## config.mk

```make
export PLATFORM = sky130hd
export DESIGN_NAME = pred_merge_log
export DESIGN_NICKNAME = d
export VERILOG_FILES = /design/src/rtl/pred_log_pkg.sv /design/src/rtl/pred_wr_merge.sv /design/src/rtl/pred_pend_store.sv /design/src/rtl/pred_arch_file.sv /design/src/rtl/pred_merge_log.sv
export SDC_FILE = /design/constraint.sdc
export NUM_CORES = 1
export LEC_CHECK = 0
export ABC_AREA = 1
export BUFFER_PORTS_ARGS = -buffer_cell sky130_fd_sc_hd__buf_2
export CAP_MARGIN = 20
export CORE_ASPECT_RATIO = 1.75
export CORE_MARGIN = 5
export CORE_UTILIZATION = 40
export DETAILED_ROUTE_END_ITERATION = 16
export HOLD_SLACK_MARGIN = 0.03
export PLACE_DENSITY_LB_ADDON = 0.05
export SYNTH_ARGS = -nofsm -noshare
export SYNTH_HDL_FRONTEND = slang
export SYNTH_SLANG_ARGS = --single-unit
```

## constraint.sdc

```tcl
create_clock -name clk -period 3.2 [get_ports clk]
set_clock_uncertainty 0.15 [all_clocks]
set_input_delay 0.64 -clock clk [delete_from_list [all_inputs] [get_ports clk]]
set_output_delay 0.64 -clock clk [all_outputs]
set_load 0.01 [all_outputs]
```

## src/rtl/pred_log_pkg.sv

```systemverilog
package pred_log_pkg;
  localparam int NUM_PRED = 4;
  localparam int PRED_W   = 8;
  localparam int DATA_W   = 32;
  localparam int IDX_W    = $clog2(NUM_PRED);
  localparam int NUM_WP   = 2;
  localparam int NUM_RP   = 2;

  typedef logic [PRED_W-1:0] pbyte_t;
endpackage

```

## src/rtl/pred_wr_merge.sv

```systemverilog
module pred_wr_merge #(
  parameter int NP  = 4,
  parameter int PW  = 8,
  parameter int NWP = 2,
  localparam int IW = $clog2(NP)
) (
  input  logic [NP-1:0][PW-1:0]  pend_q,
  input  logic [NP-1:0]          mask_q,
  input  logic [NWP-1:0]         wvld,
  input  logic [NWP-1:0][IW-1:0] widx,
  input  logic [NWP-1:0][PW-1:0] wdat,
  output logic [NP-1:0][PW-1:0]  merged,
  output logic [NP-1:0]          touched
);
  for (genvar n = 0; n < NP; n++) begin : g_ent
    logic [NWP-1:0] hit;
    logic [PW-1:0]  acc;

    always_comb begin
      for (int p = 0; p < NWP; p++) begin
        hit[p] = wvld[p] && (widx[p] == IW'(n));
      end
      acc = mask_q[n] ? pend_q[n] : {PW{1'b1}};
      for (int p = 0; p < NWP; p++) begin
        if (hit[p]) acc = acc & wdat[p];
      end
    end

    assign touched[n] = mask_q[n] | (|hit);
    assign merged[n]  = touched[n] ? acc : pend_q[n];
  end
endmodule

```

## src/rtl/pred_pend_store.sv

```systemverilog
module pred_pend_store #(
  parameter int NP = 4,
  parameter int PW = 8
) (
  input  logic                  clk,
  input  logic                  rst,
  input  logic                  commit,
  input  logic [NP-1:0][PW-1:0] merged,
  input  logic [NP-1:0]         touched,
  output logic [NP-1:0][PW-1:0] pend_q,
  output logic [NP-1:0]         mask_q
);
  always_ff @(posedge clk) begin
    if (rst || commit) begin
      pend_q <= '0;
      mask_q <= '0;
    end else begin
      pend_q <= merged;
      mask_q <= touched;
    end
  end


  mask_clear_chk: assert property (@(posedge clk) disable iff (rst)
    commit |=> (mask_q == '0));


  pend_clear_chk: assert property (@(posedge clk) disable iff (rst)
    commit |=> (pend_q == '0));
endmodule

```

## src/rtl/pred_arch_file.sv

```systemverilog
module pred_arch_file #(
  parameter int NP  = 4,
  parameter int PW  = 8,
  parameter int NRP = 2,
  localparam int IW = $clog2(NP)
) (
  input  logic                   clk,
  input  logic                   rst,
  input  logic                   commit,
  input  logic [NP-1:0]          upd,
  input  logic [NP-1:0][PW-1:0]  merged,
  input  logic [NRP-1:0][IW-1:0] ridx,
  output logic [NRP-1:0][PW-1:0] rdat
);
  logic [NP-1:0][PW-1:0] arch_q;
  logic                  past_ok;

  always_ff @(posedge clk) begin
    if (rst) past_ok <= 1'b0;
    else     past_ok <= 1'b1;
  end

  for (genvar n = 0; n < NP; n++) begin : g_reg
    always_ff @(posedge clk) begin
      if (rst)                  arch_q[n] <= '0;
      else if (commit && upd[n]) arch_q[n] <= merged[n];
    end


    keep_unwritten_chk: assert property (@(posedge clk) disable iff (rst)
      !(commit && upd[n]) |=> $stable(arch_q[n]));
  end

  for (genvar p = 0; p < NRP; p++) begin : g_rd
    always_ff @(posedge clk) begin
      if (rst) rdat[p] <= '0;
      else     rdat[p] <= arch_q[ridx[p]];
    end


    read_committed_chk: assert property (@(posedge clk) disable iff (rst || !past_ok)
      1'b1 |=> (rdat[p] == $past(arch_q[ridx[p]])));
  end
endmodule

```

## src/rtl/pred_merge_log.sv

```systemverilog
module pred_merge_log
  import pred_log_pkg::*;
(
  input  logic              clk,
  input  logic              rst,
  input  logic              wa_vld,
  input  logic [IDX_W-1:0]  wa_idx,
  input  logic [DATA_W-1:0] wa_data,
  input  logic              wb_vld,
  input  logic [IDX_W-1:0]  wb_idx,
  input  logic [DATA_W-1:0] wb_data,
  input  logic              commit,
  input  logic [IDX_W-1:0]  rd0_idx,
  output logic [PRED_W-1:0] rd0_data,
  input  logic [IDX_W-1:0]  rd1_idx,
  output logic [PRED_W-1:0] rd1_data,
  output logic [NUM_PRED-1:0] pend_mask
);
  logic [NUM_WP-1:0]              wvld;
  logic [NUM_WP-1:0][IDX_W-1:0]   widx;
  logic [NUM_WP-1:0][PRED_W-1:0]  wdat;
  logic [NUM_PRED-1:0][PRED_W-1:0] pend_q;
  logic [NUM_PRED-1:0][PRED_W-1:0] merged;
  logic [NUM_PRED-1:0]            mask_q;
  logic [NUM_PRED-1:0]            touched;
  logic [NUM_RP-1:0][IDX_W-1:0]   ridx;
  logic [NUM_RP-1:0][PRED_W-1:0]  rdat;

  assign wvld = {wb_vld, wa_vld};
  assign widx = {wb_idx, wa_idx};
  assign wdat = {wb_data[PRED_W-1:0], wa_data[PRED_W-1:0]};
  assign ridx = {rd1_idx, rd0_idx};

  pred_wr_merge #(.NP(NUM_PRED), .PW(PRED_W), .NWP(NUM_WP)) u_merge (
    .pend_q(pend_q), .mask_q(mask_q), .wvld(wvld), .widx(widx), .wdat(wdat),
    .merged(merged), .touched(touched)
  );

  pred_pend_store #(.NP(NUM_PRED), .PW(PRED_W)) u_pend (
    .clk(clk), .rst(rst), .commit(commit), .merged(merged), .touched(touched),
    .pend_q(pend_q), .mask_q(mask_q)
  );

  pred_arch_file #(.NP(NUM_PRED), .PW(PRED_W), .NRP(NUM_RP)) u_arch (
    .clk(clk), .rst(rst), .commit(commit), .upd(touched), .merged(merged),
    .ridx(ridx), .rdat(rdat)
  );

  assign rd0_data  = rdat[0];
  assign rd1_data  = rdat[1];
  assign pend_mask = mask_q;


  first_write_marks_chk: assert property (@(posedge clk) disable iff (rst)
    (wa_vld && !commit) |=> pend_mask[$past(wa_idx)]);


  and_only_clears_chk: assert property (@(posedge clk) disable iff (rst)
    (wa_vld && pend_mask[wa_idx] && !commit) |=>
      ((pend_q[$past(wa_idx)] & ~$past(pend_q[wa_idx])) == '0));


  idle_hold_chk: assert property (@(posedge clk) disable iff (rst)
    (!wa_vld && !wb_vld && !commit) |=> ($stable(pend_mask) && $stable(pend_q)));
endmodule

```

==> impl_metrics.yaml <==
logic_synthesis:
  synth_area_per_cell_um2: 6.59
  netlist.area_leader.share: 0.417
  yosysUniqueCellTypes: 17
  yosys.area.top_type: "dfxtp_1"
  synth_commonest_cells: "nand2_1, nor2_1, inv_1"
  synth_area_leaders: "dfxtp_1, nand2_1, nor2_1, a21oi_1, inv_1"
  synth_top_flop_cell: "dfxtp_1"
  synth_seq_cells: 84
  ys_warn_count: 0
  syn-num-nets: 688
  synth_area_mm2: 0.00403
  synthMostInstantiatedCell: "nand2_1"
  async_flop_share: 0
  ys_seq_area_frac: 0.417
  synth_cells: 611
  synth_edf_count: 0
global_routing:
  grt_overflow: 0
  grt_use_total: 0.188
  grt_pass1_vias: 3457
  grt_max_degree: 33
  grt_antenna_before_repair: 0
  grt_pass1_wl_mm: 17.7
detailed_routing:
  drt_iter0_drc: 167
  drt-pass1-iter-count: 4
  wirelength_mm: 10.7
  vias: 3677
  wl_per_cell_um: 13.7
  drc: 0
  drt-vias-per-instance: 4.70
  route.antenna.remaining_nets: 0
final_layout:
  num_antenna_cells: 0
  area_delta_synth_final_pct: 15.2
  drive_gt1_frac: 0.135
  fillerInstances: 1080
  design_area_mm2: 0.00464
  nets: 729
  multi_input_area_mm2: 0.00189
  seqCellArea_mm2: 0.00168
worst_setup_path:
  crit_arrival_ns: 1.87
  critical_path_class: "in -> reg"
  r2r_cells: 5
  crit_fanout: 32
  crit_required_ns: 3.32
  start_kind: "input port"
  rrSetupSlack_ns: 1.86
  crit_path_max_incr_delay_ns: 0.74
  crit_path_top_delay_cell: "inv_1"
  crit_chain: "buf_2, inv_1, nand2_1, a21oi_1"
  r2r-end: "u_arch.arch_q[3]"
  timing.rr.start: "u_pend.mask_q[0]"
  cp-end-kind: "flop"
  worstSetupStartpoint: "rst"
placed_design:
  dpl_cell_area_mm2: 0.00433
  gp_congestion: 0.860
  io_buffers: 48
  place_hpwl_mm: 8.18
sta:
  hold_viol_final: 0
  rsz0062_at_grt: "false"
  fmax_mhz: 572
  tightest_slew_ns: 0.964
  slew_headroom: 0.357
  final.min_clock_period_ns: 1.75
  setup_viol: 0
  finalSetupTns_ns: 0
  whs_ns: 0.367
  period_share: 0.546
  drv_slew: 0
floorplan:
  die_area_mm2: 0.0123
  fp-row-count: 48
  start_util: 0.409
  die_x_um: 85.9
  core_area_mm2: 0.00985
  ios: 97
  die_h_um: 143
cts:
  htreeDepth: 3
  cts_setup_buffers: 0
  numCtsBuffers: 9
  numClockSinks: 84
  clkLatencyLatePin_ns: 0.34
  cts_hold_buf: 0
  cts_tree: "built"
  cts_buffer_depth: 2
  clock-root-buffer: "clkbuf_16"
  clk_pin_slew_ns: 0.07
  ctsResizeCount: 0
power:
  power_mw: 2.54
  p_sw_mw: 0.692
  ir_worst_vdd_mv: 0.297
  leakage_nw: 2.30
  seq_power_share: 0.444
  switching_share: 0.272
  power_frac_clock: 0.417
  combPwrFrac: 0.140
  intPower_mw: 1.85
  powerDensity_mw_per_mm2: 548
outcome:
  status: "finished, final reports clean"
min_path:
  hold_path_end: "u_pend.pend_q[17]"
  min_from: "u_pend.pend_q[17]"
  holdPathStages: 4
  hold_path.class: "reg -> reg"
run:
  maxCapViolations: 0
[sequential cells by signal, summed over array words and instances, names as in the netlist]
register / cells
u_arch.arch_q: 32
u_arch.rdat: 16
u_pend.mask_q: 4
u_pend.pend_q: 32
[stage by stage]
| stage | setup WS (ns) | util | instances |
|---|---|---|---|
| final | 1.45 | 0.471 | 782 |
| after floorplan | 1.55 | - | 611 |
| after global placement | 1.13 | 0.440 | 766 |
| after CTS | 1.46 | 0.471 | 782 |
| after detailed placement | 1.11 | 0.440 | 766 |
| after global routing | 1.24 | 0.471 | 782 |
[layout make-up]
type / count / share of cell area
Inverter: 92 / 0.0744
Clock inverter: 6 / 0.0151
Timing Repair Buffer: 50 / 0.0550
Tap cell: 125 / 0.0337
Clock buffer: 10 / 0.0515
Sequential cell: 84 / 0.362
Multi-Input combinational cell: 415 / 0.408
[kinds of logic (layout without fill, tap and decap cells)]
| family | after synthesis | after routing | synth area share |
|---|---|---|---|
| simple gates | 303 | 303 | 0.331 |
| buf+inv | 112 | 158 | 0.113 |
| compound gates | 112 | 112 | 0.139 |
| flops | 84 | 84 | 0.417 |
[worst max path at each step]
stage	end	cells after the start	slack (ns)
after floorplan	u_arch.rdat[14]	6	1.55
after detailed placement	u_arch.arch_q[8]	4	1.11
after global routing	u_arch.arch_q[27]	4	1.24
after global placement	u_arch.arch_q[9]	4	1.13
final	u_arch.arch_q[10]	4	1.45
after CTS	u_arch.arch_q[8]	4	1.46
[layout by cell type, fill, tap and decap left out]
master,n
nand2_2,5
nor2_1,121
inv_1,89
nand2_4,3
nand3_2,7
nand2_1,146
o21ai_0,32
nand3b_1,16
inv_2,3
inv_6,2
clkbuf_8,1
buf_4,2
nor2_4,2
buf_2,48
a21oi_1,80
nand3_4,3
clkbuf_16,9
bufinv_16,1
clkinvlp_4,3
dfxtp_1,84
[power groups by stage]
stage                     Sequential (mW)  Clock [mW]  Combinational (mW)
after floorplan                      1.15           0               0.237
after global placement               1.15           0               0.351
after detailed placement             1.15           0               0.353
after CTS                            1.13        1.09               0.356
after global routing                 1.13        1.14               0.407
final                                1.13        1.06               0.355
[layer usage]
layer	track usage	vias to the layer above	part of all wire
li1	-	1963	-
met1	0.229	1607	0.43
met2	0.323	92	0.49
met3	0.0421	15	0.048
met4	0.0634	0	0.028
met5	0	-	0
[critical path: cells and delay by family]
kind	cells	cell delay, ns
buf+inv	2	0.94
simple gates	1	0.13
compound gates	1	0.14
Note: power is estimated with default switching activity, not from simulation.
